<file path="config.mk">
export PLATFORM = sky130hd
export DESIGN_NAME = stream_merge_sorter
export DESIGN_NICKNAME = d
export VERILOG_FILES = /design/src/rtl/msort_pkg.sv /design/src/rtl/msort_fifo.sv /design/src/rtl/msort_stage.sv /design/src/rtl/stream_merge_sorter.sv
export SDC_FILE = /design/constraint.sdc
export NUM_CORES = 1
export LEC_CHECK = 0
export BUFFER_PORTS_ARGS = -buffer_cell sky130_fd_sc_hd__clkbuf_2
export CORE_ASPECT_RATIO = 1.2
export CORE_UTILIZATION = 43
export DETAILED_ROUTE_END_ITERATION = 8
export SETUP_SLACK_MARGIN = 0.02
export SLEW_MARGIN = 20
export SYNTH_ARGS = -nofsm -noshare
export SYNTH_HDL_FRONTEND = slang
export SYNTH_HIERARCHICAL = 1
export SYNTH_SLANG_ARGS = --single-unit
</file>
<file path="constraint.sdc">
create_clock -name clk -period 5.4 [get_ports clk]
set_input_delay 1.08 -clock clk [delete_from_list [all_inputs] [get_ports clk]]
set_output_delay 1.08 -clock clk [all_outputs]
set_load 0.01 [all_outputs]
</file>
<file path="src/rtl/msort_pkg.sv">
package msort_pkg;
    // which buffer head a merge stage forwards in a cycle
    typedef enum logic [1:0] {
        PICK_NONE = 2'd0,
        PICK_0    = 2'd1,
        PICK_1    = 2'd2
    } pick_e;
endpackage

</file>
<file path="src/rtl/msort_fifo.sv">
module msort_fifo #(
    parameter int W     = 16,
    parameter int DEPTH = 4
) (
    input  logic         clk,
    input  logic         rst_n,
    input  logic         push,
    input  logic [W-1:0] wdata,
    input  logic         pop,
    output logic [W-1:0] head,
    output logic [$clog2(DEPTH):0] count
);
    localparam int PW = (DEPTH > 1) ? $clog2(DEPTH) : 1;
    localparam int CW = $clog2(DEPTH) + 1;

    typedef struct packed {
        logic [PW-1:0] wr;
        logic [PW-1:0] rd;
        logic [CW-1:0] cnt;
    } ptr_t;

    ptr_t p_q, p_d;
    logic [W-1:0] mem [DEPTH];

    always_comb begin
        p_d = p_q;
        if (push) p_d.wr = (p_q.wr == PW'(DEPTH - 1)) ? '0 : p_q.wr + PW'(1);
        if (pop)  p_d.rd = (p_q.rd == PW'(DEPTH - 1)) ? '0 : p_q.rd + PW'(1);
        case ({push, pop})
            2'b10:   p_d.cnt = p_q.cnt + CW'(1);
            2'b01:   p_d.cnt = p_q.cnt - CW'(1);
            default: p_d.cnt = p_q.cnt;
        endcase
    end

    always_ff @(posedge clk) begin
        if (!rst_n) p_q <= '0;
        else        p_q <= p_d;
    end

    always_ff @(posedge clk) begin
        if (push) mem[p_q.wr] <= wdata;
    end

    assign head  = mem[p_q.rd];
    assign count = p_q.cnt;


    no_overflow_chk: assert property (@(posedge clk) disable iff (!rst_n)
        (push && !pop) |-> (p_q.cnt < CW'(DEPTH)));

    no_underflow_chk: assert property (@(posedge clk) disable iff (!rst_n)
        pop |-> (p_q.cnt != '0));
endmodule

</file>
<file path="src/rtl/msort_stage.sv">
module msort_stage
    import msort_pkg::*;
#(
    parameter int KEY_W  = 16,
    parameter int SORT_W = 8,
    parameter int RUN    = 1
) (
    input  logic             clk,
    input  logic             rst_n,
    input  logic             in_valid,
    input  logic [KEY_W-1:0] in_key,
    output logic             out_valid,
    output logic [KEY_W-1:0] out_key
);
    localparam int DEPTH = 2 * RUN;
    localparam int CW    = $clog2(DEPTH) + 1;
    localparam int RW    = $clog2(RUN) + 1;
    localparam int IW    = (RUN > 1) ? $clog2(RUN) : 1;

    typedef struct packed {
        logic [RW-1:0]    rem0;
        logic [RW-1:0]    rem1;
        logic             wsel;
        logic [IW-1:0]    wcnt;
        logic             ovalid;
        logic [KEY_W-1:0] okey;
    } st_t;

    st_t s_q, s_d;

    logic             push0, push1, pop0, pop1;
    logic [KEY_W-1:0] head0, head1;
    logic [CW-1:0]    cnt0, cnt1;
    logic             start;
    logic [RW-1:0]    r0, r1;
    pick_e            pick;

    msort_fifo #(.W(KEY_W), .DEPTH(DEPTH)) u_buf0 (
        .clk(clk), .rst_n(rst_n), .push(push0), .wdata(in_key),
        .pop(pop0), .head(head0), .count(cnt0)
    );
    msort_fifo #(.W(KEY_W), .DEPTH(DEPTH)) u_buf1 (
        .clk(clk), .rst_n(rst_n), .push(push1), .wdata(in_key),
        .pop(pop1), .head(head1), .count(cnt1)
    );

    always_comb begin
        s_d   = s_q;
        push0 = 1'b0;
        push1 = 1'b0;
        pop0  = 1'b0;
        pop1  = 1'b0;
        pick  = PICK_NONE;

        // write side: runs alternate between the two buffers
        if (in_valid) begin
            if (s_q.wsel) push1 = 1'b1;
            else          push0 = 1'b1;
            if (s_q.wcnt == IW'(RUN - 1)) begin
                s_d.wcnt = '0;
                s_d.wsel = ~s_q.wsel;
            end else begin
                s_d.wcnt = s_q.wcnt + IW'(1);
            end
        end

        // a pair starts once run A is complete and run B has begun
        start = (s_q.rem0 == '0) && (s_q.rem1 == '0)
              && (cnt0 >= CW'(RUN)) && (cnt1 != '0);
        r0 = start ? RW'(RUN) : s_q.rem0;
        r1 = start ? RW'(RUN) : s_q.rem1;

        if (r0 != '0 && r1 != '0) begin
            if (cnt1 != '0)
                pick = (head0[KEY_W-1 -: SORT_W] <= head1[KEY_W-1 -: SORT_W])
                     ? PICK_0 : PICK_1;
        end else if (r0 != '0) begin
            if (cnt0 != '0) pick = PICK_0;
        end else if (r1 != '0) begin
            if (cnt1 != '0) pick = PICK_1;
        end

        s_d.ovalid = 1'b0;
        case (pick)
            PICK_0: begin
                pop0       = 1'b1;
                r0         = r0 - RW'(1);
                s_d.ovalid = 1'b1;
                s_d.okey   = head0;
            end
            PICK_1: begin
                pop1       = 1'b1;
                r1         = r1 - RW'(1);
                s_d.ovalid = 1'b1;
                s_d.okey   = head1;
            end
            default: ;
        endcase
        s_d.rem0 = r0;
        s_d.rem1 = r1;
    end

    always_ff @(posedge clk) begin
        if (!rst_n) s_q <= '0;
        else        s_q <= s_d;
    end

    assign out_valid = s_q.ovalid;
    assign out_key   = s_q.okey;


    drain_chk: assert property (@(posedge clk) disable iff (!rst_n)
        (s_q.rem0 == '0 && s_q.rem1 != '0 && cnt1 != '0) |=> s_q.ovalid);
endmodule

</file>
<file path="src/rtl/stream_merge_sorter.sv">
module stream_merge_sorter #(
    parameter int N      = 16,
    parameter int KEY_W  = 16,
    parameter int SORT_W = 8
) (
    input  logic             clk,
    input  logic             rst_n,
    input  logic             in_valid,
    output logic             in_ready,
    input  logic [KEY_W-1:0] in_key,
    output logic             out_valid,
    output logic [KEY_W-1:0] out_key,
    output logic             out_last
);
    localparam int L  = $clog2(N);
    localparam int LW = (L > 0) ? L : 1;

    typedef struct packed {
        logic             ready;
        logic [LW-1:0]    ocnt;
        logic [KEY_W-1:0] prev;
    } top_t;

    top_t t_q, t_d;

    logic [L:0]       v;
    logic [KEY_W-1:0] kk [L+1];

    assign v[0]  = in_valid && t_q.ready;
    assign kk[0] = in_key;

    for (genvar g = 0; g < L; g++) begin : g_stage
        msort_stage #(.KEY_W(KEY_W), .SORT_W(SORT_W), .RUN(1 << g)) u_stage (
            .clk(clk), .rst_n(rst_n),
            .in_valid(v[g]), .in_key(kk[g]),
            .out_valid(v[g+1]), .out_key(kk[g+1])
        );
    end

    always_comb begin
        t_d       = t_q;
        t_d.ready = 1'b1;
        if (v[L]) begin
            t_d.ocnt = t_q.ocnt + LW'(1);
            t_d.prev = kk[L];
        end
    end

    always_ff @(posedge clk) begin
        if (!rst_n) t_q <= '0;
        else        t_q <= t_d;
    end

    assign in_ready  = t_q.ready;
    assign out_valid = v[L];
    assign out_key   = kk[L];
    assign out_last  = v[L] && (t_q.ocnt == LW'(N - 1));


    ready_hold_chk: assert property (@(posedge clk) disable iff (!rst_n)
        in_ready |=> in_ready);

    order_chk: assert property (@(posedge clk) disable iff (!rst_n)
        (out_valid && t_q.ocnt != '0)
        |-> (out_key[KEY_W-1 -: SORT_W] >= t_q.prev[KEY_W-1 -: SORT_W]));
endmodule

</file>
==> run_results.csv <==
group,metric,value,unit
status,outcome,"complete, no violations",
global_route,grt_max_degree,116,
placement,portBuffers,37,
critical_path,arrival,5.62,ns
yosys,synth_fp_nets,2851,
floorplan,ios,38,
critical_path,critPathRequiredTime,6.01,ns
floorplan,die_y,366,um
global_route,grt_usage,17.6,%
sta,finClkSkew,0.0508,ns
finish,stdcell_area,52500,um2
clocking,htree_levels,3,
sta,fin_crit,5.02,ns
yosys,async_flop_share,0,%
finish,drive_gt1_share,19.3,%
global_route,grt_overflow,0,
detailed_routing,wirelength,98.5,mm
sta,relSlewSlack,25.7,%
detailed_routing,wl_per_cell,23.2,um
yosys,ys_ff_latch,1151,
finish,diodes,0,
finish,syn_to_final_growth,10.5,%
yosys,syn_inst,2732,
clocking,cts.sink_count,1151,
placement,placed_cell_area,48600,um2
sta,max_slew.worst_pin.slew,1.12,ns
detailed_routing,firstDrtPassIters,7,
sta,finalMaxSlewViolations,0,
yosys,yosysWarnings,6,
clocking,cts_tree,"built",
min_path,hp-start,"g_stage[3].u_stage/u_buf0/count[4]",
placement,place.gp.congestion,0.791,
floorplan,coreArea,109000,um2
critical_path,timing_worst_setup_path_type,"reg2reg",
pwr,leakage,17.0,nW
clocking,ctsResizeCount,0,
global_route,grt_pass1_vias,25200,
sta,max_freq,199,MHz
sta,fin_crit_sh,92.9,%
floorplan,floorplan.initialDensity,43.4,%
yosys,ys.flop_type,"edfxtp_1",
finish,regArea,32700,um2
min_path,hold_path_class,"reg2reg",
detailed_routing,ant_nets,0,
floorplan,placementRows,133,
sta,setup_violations,0,
sta,fin_setup_tns,0,ns
clocking,clk_pin_slew,0.06,ns
detailed_routing,route.detailed.drc,0,
critical_path,critPathLaunchType,"flop",
yosys,synth.avg_cell_area,17.4,um2
pwr,peakVddDrop,408,uV
detailed_routing,num_vias,23800,
clocking,worst_skew_pair.late_latency,0.71,ns
detailed_routing,viasPerCell,5.60,
finish,fill_cells,9084,
pwr,power.density,337,nW/um2
clocking,cts_inserted_buffers,111,
run,cap_violations,0,
floorplan,die_w,305,um
global_route,antenna_found_initial,1,
finish,nets,2851,
yosys,ys_seq_area_share,68.8,%
sta,hold_viol_final,0,
placement,place_hpwl,62.7,mm
clocking,holdBufCountCts,0,
critical_path,critical_path.max_fanout,19,
finish,multiInputGateArea,13200,um2
yosys,syn-cell-area,47500,um2
clocking,root_buffer,"clkbuf_16",
global_route,grt_pass1_wl,151,mm
clocking,cts_buffer_depth,3,
sta,rsz0062_at_grt,"false",
detailed_routing,initialDrtViolationCount,1681,
critical_path,cp-end-kind,"flop",
yosys,synth-edff-count,960,
yosys,synth_cell_type_count,79,
floorplan,die-area,112000,um2
clocking,cts_setup_buffers,0,
per-layer routing:
layer	routed length, um	vias to the layer above	track usage (%)
met5	13	-	0
met4	2320	2	5.27
met3	3350	153	2.30
met2	54000	463	33.5
met1	38800	12400	20.5
li1	-	10800	-
stage by stage:
step,power (mW),std cells,utilization [%],setup WS [ns],hold slack [ns]
after floorplan,9.81,2732,-,0.908,0.442
after global placement,9.84,4036,44.4,0.529,0.454
after detailed placement,9.85,4036,44.4,0.402,0.468
after CTS,17.9,4248,47.9,0.380,0.478
after global routing,18.2,4248,47.9,0.0283,0.496
final,17.7,4248,47.9,0.384,0.472
sequential cells by signal (all words and copies together), names as in the netlist, named ones only:
signal                        cells
t_q                               4
g_stage.u_stage/u_buf0/count     14
g_stage.u_stage/out_key          64
g_stage.u_stage/u_buf0/mem      480
g_stage.u_stage/u_buf0/p_q       20
g_stage.u_stage/out_valid         4
g_stage.u_stage/u_buf1/mem      480
g_stage.u_stage/u_buf1/count     14
in_ready                          1
g_stage.u_stage/u_buf1/p_q       20
g_stage.u_stage/s_q              30
power by group:
part / total [mW] / switching (mW) / internal (mW)
combinational: 0.116 / 0.0712 / 0.0445
clock: 8.02 / 3.36 / 4.66
sequential: 9.54 / 0.0191 / 9.52
total: 17.7 / 3.45 / 14.2
critical path, cell delays in order (launching register included):
cell      delay [ns]
dfxtp_4         0.57
buf_4           0.36
mux4_2          0.55
a22oi_1         0.21
nand2_1         0.13
ha_1            0.36
nand4_1         0.12
nor2_1          0.07
a211oi_1        0.49
nor3_4          0.05
buf_4           0.22
nor2_1          0.24
ha_1            0.38
xor2_1          0.20
ha_1            0.23
a21oi_1         0.07
xor2_1          0.16
or3_1           0.32
a21boi_0        0.20
cells in the mapped netlist, types with 19 or more instances:
master / instances / share of area, %
clkbuf_1: 60 / 0.47
a21oi_1: 144 / 1.5
mux4_2: 140 / 6.6
mux4_1: 84 / 4.6
mux2_2: 64 / 1.5
o21ai_0: 86 / 0.91
nor3b_1: 21 / 0.33
inv_1: 62 / 0.49
mux2i_1: 29 / 0.61
nor2_1: 44 / 0.35
o311ai_0: 29 / 0.53
buf_6: 22 / 0.52
and2_1: 91 / 1.2
dfxtp_1: 191 / 8.1
a22oi_1: 64 / 1.0
nor2b_1: 52 / 0.69
xnor2_1: 23 / 0.42
edfxtp_1: 960 / 61
ha_1: 98 / 2.6
xor2_1: 22 / 0.41
nand2_1: 88 / 0.70
buf_4: 103 / 1.6
o311ai_1: 19 / 0.35
placed cells by master, fill, tap and decap left out, drive strengths merged, types with 6 or more instances in the layout:
cell type  instances
nand3             10
nor2              47
nor2b             53
mux2              64
dfxtp            191
nand4             11
edfxtp           960
o21a              19
xor2              22
ha                98
a22oi             64
o21ai             89
nand2b            13
or2                7
a21o               6
mux2i             29
a211oi             6
o22ai             18
a21boi            11
or3                8
clkinvlp           9
buf               73
nand2             88
mux4             224
clkbuf           185
inv               70
nor3b             21
o311ai            49
or4b               7
clkinv            36
xnor2             23
nor3              16
a21oi            148
o211ai             8
and2              91
bufinv            13
cells by family (layout without fill, tap and decap cells):
family / after synthesis / after routing / synth area share (%)
adders and majority gates: 100 / 100 / 2.67
DFF: 1151 / 1151 / 68.8
buffers and inverters: 287 / 386 / 3.55
muxes: 317 / 317 / 13.4
and+or+nand+nor: 393 / 393 / 4.79
AOI/OAI and AO/OA: 439 / 439 / 5.98
xor gates and xnor gates: 45 / 45 / 0.830
final timing paths:
path              depth (start not counted)                                 end  slack [ns]
setup / recovery                         18  g_stage[3].u_stage/u_buf1/count[2]        0.38
hold / removal                            2  g_stage[3].u_stage/u_buf0/count[4]        0.47
setup reg to reg                         18  g_stage[3].u_stage/u_buf1/count[2]        0.38
hold reg to reg                           2  g_stage[3].u_stage/u_buf0/count[4]        0.47
area by class of cell:
type / count / area share (%)
well taps: 1417 / 3.38
clock inverters: 63 / 1.44
multi-input cells: 1294 / 25.1
flip-flops and latches: 1151 / 62.3
clock buffers: 149 / 5.87
inverters: 65 / 0.465
repair buffers: 109 / 1.51
No activity file was read; power rests on OpenSTA's default activity.
